<file path="config.mk">
export PLATFORM = sky130hd
export DESIGN_NAME = trig_conditioner
export DESIGN_NICKNAME = d
export VERILOG_FILES = /design/src/rtl/trig_cond_pkg.sv /design/src/rtl/trig_shaper.sv /design/src/rtl/trig_majority.sv /design/src/rtl/trig_pulse_gen.sv /design/src/rtl/trig_conditioner.sv
export SDC_FILE = /design/constraint.sdc
export NUM_CORES = 1
export LEC_CHECK = 0
export BUFFER_PORTS_ARGS = -buffer_cell sky130_fd_sc_hd__buf_2
export CAP_MARGIN = 20
export CORE_ASPECT_RATIO = 0.9
export CORE_UTILIZATION = 53
export DETAILED_ROUTE_END_ITERATION = 16
export MAX_ROUTING_LAYER = met4
export PLACE_DENSITY = 0.82
export SLEW_MARGIN = 30
export SYNTH_ARGS = -nofsm -noshare
export SYNTH_HDL_FRONTEND = slang
export SYNTH_SLANG_ARGS = --single-unit
</file>
<file path="constraint.sdc">
create_clock -name clk -period 3.09 [get_ports clk]
set_input_delay 0.1545 -clock clk [delete_from_list [all_inputs] [get_ports clk]]
set_output_delay 0.1545 -clock clk [all_outputs]
set_load 0.05 [all_outputs]
</file>
<file path="src/rtl/trig_cond_pkg.sv">
package trig_cond_pkg;
    localparam int NIM_COUNT        = 7;
    localparam int SHAPE_BITS       = 8;
    localparam int THRESH_BITS      = 3;
    localparam int STATE_BITS       = 4;
    localparam int MAJ_LOW_DEFAULT  = 1;
    localparam int MAJ_HIGH_DEFAULT = 7;

    typedef enum logic [0:0] {
        SH_IDLE,
        SH_HOLD
    } shaper_state_e;

    typedef enum logic [1:0] {
        PG_IDLE,
        PG_FIRE,
        PG_HELD
    } pulse_state_e;

    typedef struct packed {
        logic ext;
        logic high;
        logic low;
        logic any;
    } logic_state_t;
endpackage

</file>
<file path="src/rtl/trig_shaper.sv">
module trig_shaper
    import trig_cond_pkg::*;
#(
    parameter int WIDTH_BITS = SHAPE_BITS
) (
    input  logic                  clk,
    input  logic                  rst_n,
    input  logic                  cond,
    input  logic [WIDTH_BITS-1:0] width,
    output logic                  active
);
    shaper_state_e         state_q, state_d;
    logic [WIDTH_BITS-1:0] left_q, left_d;
    logic                  cond_q;
    logic                  lead;

    assign lead = cond & ~cond_q;

    always_ff @(posedge clk or negedge rst_n) begin
        if (!rst_n) begin
            state_q <= SH_IDLE;
            left_q  <= '0;
            cond_q  <= 1'b0;
        end else begin
            state_q <= state_d;
            left_q  <= left_d;
            cond_q  <= cond;
        end
    end

    always_comb begin
        state_d = state_q;
        left_d  = left_q;
        unique case (state_q)
            SH_IDLE: begin
                if (lead) begin
                    state_d = SH_HOLD;
                    left_d  = width;
                end
            end
            SH_HOLD: begin
                if (lead) begin
                    left_d = width;
                end else if (left_q == '0) begin
                    state_d = SH_IDLE;
                end else begin
                    left_d = left_q - 1'b1;
                end
            end
            default: state_d = SH_IDLE;
        endcase
    end

    always_comb begin
        active = (state_q == SH_HOLD);
    end
endmodule

</file>
<file path="src/rtl/trig_majority.sv">
module trig_majority
    import trig_cond_pkg::*;
#(
    parameter int N_IN = NIM_COUNT,
    parameter int TH_W = THRESH_BITS
) (
    input  logic             clk,
    input  logic             rst_n,
    input  logic [N_IN-1:0]  shaped,
    input  logic             ext_trig,
    input  logic [TH_W-1:0]  maj_low,
    input  logic [TH_W-1:0]  maj_high,
    output logic_state_t     state_q
);
    localparam int CNT_W = $clog2(N_IN + 1);

    logic [CNT_W-1:0] ones;
    logic_state_t     state_d;

    always_comb begin
        ones = '0;
        for (int i = 0; i < N_IN; i++) begin
            ones = ones + CNT_W'(shaped[i]);
        end
    end

    always_comb begin
        state_d.ext  = ext_trig;
        state_d.high = int'(ones) >= int'(maj_high);
        state_d.low  = int'(ones) >= int'(maj_low);
        state_d.any  = (ones != '0);
    end

    always_ff @(posedge clk or negedge rst_n) begin
        if (!rst_n) begin
            state_q <= '0;
        end else begin
            state_q <= state_d;
        end
    end
endmodule

</file>
<file path="src/rtl/trig_pulse_gen.sv">
module trig_pulse_gen
    import trig_cond_pkg::*;
#(
    parameter int ST_W = STATE_BITS
) (
    input  logic                 clk,
    input  logic                 rst_n,
    input  logic [ST_W-1:0]      state_in,
    input  logic [(1<<ST_W)-1:0] lut,
    output logic                 trig
);
    pulse_state_e pg_q, pg_d;
    logic         decision;

    assign decision = (state_in != '0) && lut[state_in];

    always_ff @(posedge clk or negedge rst_n) begin
        if (!rst_n) begin
            pg_q <= PG_IDLE;
        end else begin
            pg_q <= pg_d;
        end
    end

    always_comb begin
        pg_d = pg_q;
        unique case (pg_q)
            PG_IDLE: if (decision)  pg_d = PG_FIRE;
            PG_FIRE: pg_d = decision ? PG_HELD : PG_IDLE;
            PG_HELD: if (!decision) pg_d = PG_IDLE;
            default: pg_d = PG_IDLE;
        endcase
    end

    always_comb begin
        trig = (pg_q == PG_FIRE);
    end
endmodule

</file>
<file path="src/rtl/trig_conditioner.sv">
module trig_conditioner
    import trig_cond_pkg::*;
#(
    parameter int N_IN = NIM_COUNT,
    parameter int SH_W = SHAPE_BITS,
    parameter int TH_W = THRESH_BITS
) (
    input  logic                   clk,
    input  logic                   rst_n,
    input  logic [N_IN-1:0]        nim_in,
    input  logic                   ext_trig,
    input  logic [N_IN-1:0]        in_enable,
    input  logic [N_IN-1:0]        in_invert,
    input  logic [SH_W-1:0]        shaper_width,
    input  logic [TH_W-1:0]        maj_low,
    input  logic [TH_W-1:0]        maj_high,
    input  logic [(1<<STATE_BITS)-1:0] lut_word,
    output logic                   trig_out,
    output logic [STATE_BITS-1:0]  logic_state
);
    logic [N_IN-1:0] cond;
    logic [N_IN-1:0] shaped;
    logic_state_t    st;

    for (genvar g = 0; g < N_IN; g++) begin : g_chan
        assign cond[g] = (nim_in[g] ^ in_invert[g]) & in_enable[g];

        trig_shaper #(.WIDTH_BITS(SH_W)) i_shaper (
            .clk    (clk),
            .rst_n  (rst_n),
            .cond   (cond[g]),
            .width  (shaper_width),
            .active (shaped[g])
        );
    end

    trig_majority #(.N_IN(N_IN), .TH_W(TH_W)) i_majority (
        .clk      (clk),
        .rst_n    (rst_n),
        .shaped   (shaped),
        .ext_trig (ext_trig),
        .maj_low  (maj_low),
        .maj_high (maj_high),
        .state_q  (st)
    );

    assign logic_state = st;

    trig_pulse_gen #(.ST_W(STATE_BITS)) i_pulse (
        .clk      (clk),
        .rst_n    (rst_n),
        .state_in (logic_state),
        .lut      (lut_word),
        .trig     (trig_out)
    );
endmodule

</file>
-- Word level (Yosys, flattened, before mapping)
Cells that the tools add are included.
W data, S select, Z words.
- input port bits: 54
- output and inout port bits: 5
- register bits after elaboration: 76
- word-level logic and storage cells: 176
- equality and inequality tests: 18
- add/sub/neg operators: 13
- order comparisons: 3
- reduce and logical (&&, ||, !) cells: 19
- bitwise logic cells: 35
- mux-type cells: 62
- operator list (kind ; count):
    $mux W8 ; 21
    $pmux W8 S2 ; 7
    $logic_not A8 Y1 ; 7
    $sub A8 B1 Y8 const B ; 7
    $mux W1 ; 22
    $ne A3 B3 Y1 const B ; 7
    $ne A2 B1 Y1 const B ; 8
    $reduce_and A2 Y1 ; 8
    $add A3 B1 Y3 ; 5
    $and A1 B1 Y1 ; 14
    $not A1 Y1 ; 14
    $pmux W1 S2 ; 7
    $xor A1 B1 Y1 ; 7
    $ge A3 B3 Y1 ; 2
    $mux W2 ; 3
    $pmux W2 S3 ; 1
    $lt A4 B5 Y1 const B ; 1
    $bmux W1 S4 ; 1
    $reduce_bool A4 Y1 ; 1
    $reduce_bool A3 Y1 ; 1
    $add A1 B1 Y2 ; 1
    $eq A2 B1 Y1 const B ; 1
    $eq A2 B2 Y1 const B ; 1
    $logic_not A2 Y1 ; 1
    other kinds (2) ; 2

-- Longest topological paths before layout
- word-level depth: 7
- mapped depth: 12
- depth with buffers taken out: 12

-- Hierarchy
A second synthesis with hierarchy kept.
- cells, all modules: 523
- area total of the unflattened synthesis: 4804.6 um2
- modules (own cells, without submodules) (module ; seq. area each (um2) ; cells an instance ; times used ; area an instance (um2)):
    trig_shaper ; 250.2 ; 64 ; 7 ; 586.8
    trig_majority ; 100.1 ; 36 ; 1 ; 349.1
    trig_pulse_gen ; 50.0 ; 25 ; 1 ; 242.7
    trig_conditioner ; 0.0 ; 14 ; 1 ; 105.1

-- Worst setup path after synthesis
OpenSTA, ideal clock, no wires.
- path type: register to register
- start point: register g_chan[0].i_shaper.state_q
- end point: register i_majority.state_q[1] in the netlist's numbering
- slack: -21 ps
- required time: 3026 ps
- stages on the path, launching flop included: 12
- period minus slack after synthesis: 3111 ps
- data arrival time: 3047 ps
- library setup time: 64 ps
- buffers on the path: 0
- path through: dfrtp_1 ha_1 inv_1 fa_1 fa_1 inv_1 ha_1 fa_1 ha_1 a21oi_1 maj3_1 inv_1
- RTL lines (element ; RTL line ; RTL):
    start, declared ; trig_shaper.sv:12 ; shaper_state_e state_q, state_d;
    start signal, assigned ; trig_shaper.sv:25 ; state_q <= state_d;
    end signal, assigned ; trig_majority.sv:38 ; state_q <= state_d;
    end, declared ; trig_majority.sv:13 ; output logic_state_t state_q

==> run summary <==
CP Cell Sequence -> ha_4 > inv_2 > fa_1 > fa_1 > inv_1 > ha_2 > fa_2 > ha_4 > a21oi_1 > maj3_1 > inv_1
#FFs+latches synth -> 76
initial antenna violation count -> 0
WHS -> 0.0231 ns
share of cells above drive strength 1 -> 19.4%
CP Class -> reg -> reg
multiplexer area fraction after synthesis -> 5.95%
Synth Area in Compound Gates -> 14.6%
First DRT Iteration DRCs -> 193
min-delay src -> in_enable[6]
Buf/Inv on CP -> 3
area leader, netlist -> dfrtp_1
Rows -> 31
met2 global-route usage -> 39.5%
clk slew on worst S/H paths -> 0.07 ns
max_cap viols -> 0
GRT met1 Usage -> 29.4%
busiest layer in global routing -> met2
Synth Area in XOR/XNOR -> 3.91%
deepest clock path buffer count -> 2
most frequent cells in the layout -> dfrtp_1, nor2_1, buf_2
GRT Total Usage -> 24.5%
simple-gate portion of the synthesized area -> 23.9%
Pint -> 2.46 mW
Pre-Repair DR Iteration Count -> 5
Pins Over Slew Limit -> 0
Num CTS Buffers -> 9
synth top area cells -> dfrtp_1, a21oi_1, nor2_1
Final Hold Vio Count -> 0
Hold Path Depth -> 2
I/O pin total -> 59
syn_nets -> 552
min Tclk post-route -> 3.21 ns
largest net degree at the start of global routing -> 77
violated checks -> setup timing
Synth Area in Adders -> 5.70%
area of the core -> 8110 sq um
# nets final -> 618
RSZ-0062 raised after global routing -> true
Mapped Area -> 4480 sq um
Cell Pwr Density -> 754 nW/um^2
CP required -> 3.38 ns
min-delay worst type -> in -> reg
H-tree depth -> 3
post-route cell area -> 5160 sq um
Worst R2R Start -> g_chan[1].i_shaper.active$_DFF_PN0_
CP max FO -> 3
post-DR wirelength/cell -> 14.8 um
peak supply drop -> 0.376 mV
Initial Utilization -> 55.2%
fin crit share -> 104%
Port Buffers -> 57
CP max stage delay -> 0.49 ns
Seq/Total Area, Yosys -> 42.5%
Root Driver -> clkbuf_8
Clock Latency Late Sink -> 0.35 ns
P_sw -> 1.43 mW
Critical Path Source -> g_chan[1].i_shaper.active$_DFF_PN0_
cell count along the critical path -> 11
Final setup viols -> 2
sequential share of power -> 44.1%
Cell variety after synth -> 55
status -> finished, violations left
Die Height -> 89.2 um
final worst-path setup slack -> -0.125 ns
Sw Ratio -> 36.9%
CTS tree -> built
Chip Width -> 98.9 um
skew final -> 0.00572 ns
CP delay by family, top -> adder cells
Worst setup EP type -> flop
startpoint types -> flop
# DRC -> 0
synthesis-to-finish area growth -> 15.4%
Slowest-stage cell, CP -> fa_1
commonest non-fill, non-tap cell in the layout -> dfrtp_1
critical path arrival -> 3.51 ns
Most used DFF post-synth -> dfrtp_1
total die area -> 8820 sq um
Vias -> 3716
ANT nets after route -> 0
first-pass GRT wire length -> 16.1 mm
ys async rst share -> 100%
gp weighted congestion -> 0.878
grt ovf -> 0
dpl cell area -> 4880 sq um
WL final -> 9.60 mm
Synth top area share -> 42.5%
Relative slew margins -> 54.8%
Gate power share -> 35.7%
yosys warns -> 0
FF-to-FF path depth -> 11
combinational family with the most area after synthesis -> simple AND/OR/NAND/NOR gates
clock sinks -> 76
dpl hpwl -> 6.64 mm
Slew @ Worst Pin -> 0.677 ns
synthesized area per cell -> 9.30 sq um
antenna cell count -> 0
max frequency -> 311 MHz
cells after synthesis -> 481
GRT met3 Usage -> 6.10%
Static Leak -> 2.28 nW
Post-synth EDFFs -> 0
via/cell ratio -> 5.72
Clock power frac -> 20.2%
vias in the first global route -> 3594
[power groups by stage]
stage / Combinational [mW] / Sequential, mW / Clock (mW)
after CTS: 1.37 / 1.71 / 0.802
after floorplan: 1.05 / 1.67 / 0
after global placement: 1.28 / 1.70 / 0
final: 1.39 / 1.71 / 0.788
after global routing: 1.57 / 1.77 / 0.843
after detailed placement: 1.35 / 1.72 / 0
[through the flow]
stage | setup TNS [ns] | worst slack, ns | instances | power, mW | utilization [%]
detailed placement | -0.264 | -0.154 | 631 | 3.08 | 60.2
floorplan | -0.00647 | -0.00647 | 481 | 2.72 | -
finish | -0.206 | -0.125 | 650 | 3.89 | 63.7
global route | -0.339 | -0.188 | 650 | 4.19 | 63.7
global placement | -0.0385 | -0.0337 | 631 | 2.98 | 60.2
CTS | -0.207 | -0.120 | 649 | 3.88 | 63.1
[path summary, 6_finish.rpt]
| check | to | slack (ns) |
|---|---|---|
| max | i_majority.state_q[1]$_DFF_PN0_ | -0.12 |
| min | g_chan[6].i_shaper.cond_q$_DFF_PN0_ | 0.02 |
| max reg2reg | i_majority.state_q[1]$_DFF_PN0_ | -0.12 |
| min reg2reg | i_pulse.pg_q[0]$_DFFE_PN0P_ | 0.49 |
| max in group asynchronous | g_chan[6].i_shaper.left_q[0]$_DFFE_PN0P_ | 2.23 |
| min in group asynchronous | i_majority.state_q[3]$_DFF_PN0_ | 0.39 |
[registers in the layout, summed over array words and instances (netlist names)]
register,count
i_pulse.pg_q,2
g_chan.i_shaper.cond_q,7
g_chan.i_shaper.active,7
i_majority.state_q,4
g_chan.i_shaper.left_q,56
[timing repair]
item                                   4_1_cts  5_1_grt
hold buffers                                 2        0
setup endpoints to repair                    2        2
pin swaps                                    1        3
buffers inserted                             1        1
gates resized for setup                      2        4
endpoints found under the hold margin       77        0
[cell families after synthesis]
logic type | count (synthesis)
muxes | 25
adders and majority gates | 19
AOI/OAI and AO/OA | 103
xor gates and xnor gates | 20
buffers and inverters | 40
and+or+nand+nor | 198
DFF | 76
[cells in the mapped netlist (2+ instances only)]
cell type and number:
o22ai_1 5, or2_2 2, mux2i_1 21, xor2_1 7, nor2b_1 11, or3_1 10
clkbuf_1 8, a21boi_0 3, nand2b_1 3, a211oi_1 9, a21bo_2 4, ha_1 14
a21oi_1 50, xnor2_1 13, a2111oi_0 4, nand3_1 4, fa_1 3, nand2_1 39
maj3_1 2, dfrtp_1 76, and2_1 7, mux2_2 3, or4_1 4, nor2_1 66
inv_1 31, or3b_2 5, o22a_1 4, a31oi_1 8, or4b_1 3, nor3_1 14
nand3b_1 11, nor4b_2 4, o21ai_0 8, nor3b_1 4
[cell type report]
class / instances / area (sq um)
Tap cell: 99 / 124
Multi-Input combinational cell: 365 / 2470
Clock buffer: 14 / 173
Timing Repair Buffer: 64 / 349
Fill cell: 663 / 2940
Inverter: 31 / 116
Sequential cell: 76 / 1900
Clock inverter: 1 / 30.0
[per-layer routing]
layer	vias to the layer above	share of wire [%]	routed length (um)
li1	1835	-	-
met1	1762	44	4230
met2	99	48	4580
met3	20	6.2	593
met4	0	2.0	192
met5	-	0	0
(Power assumes the default switching activity.)
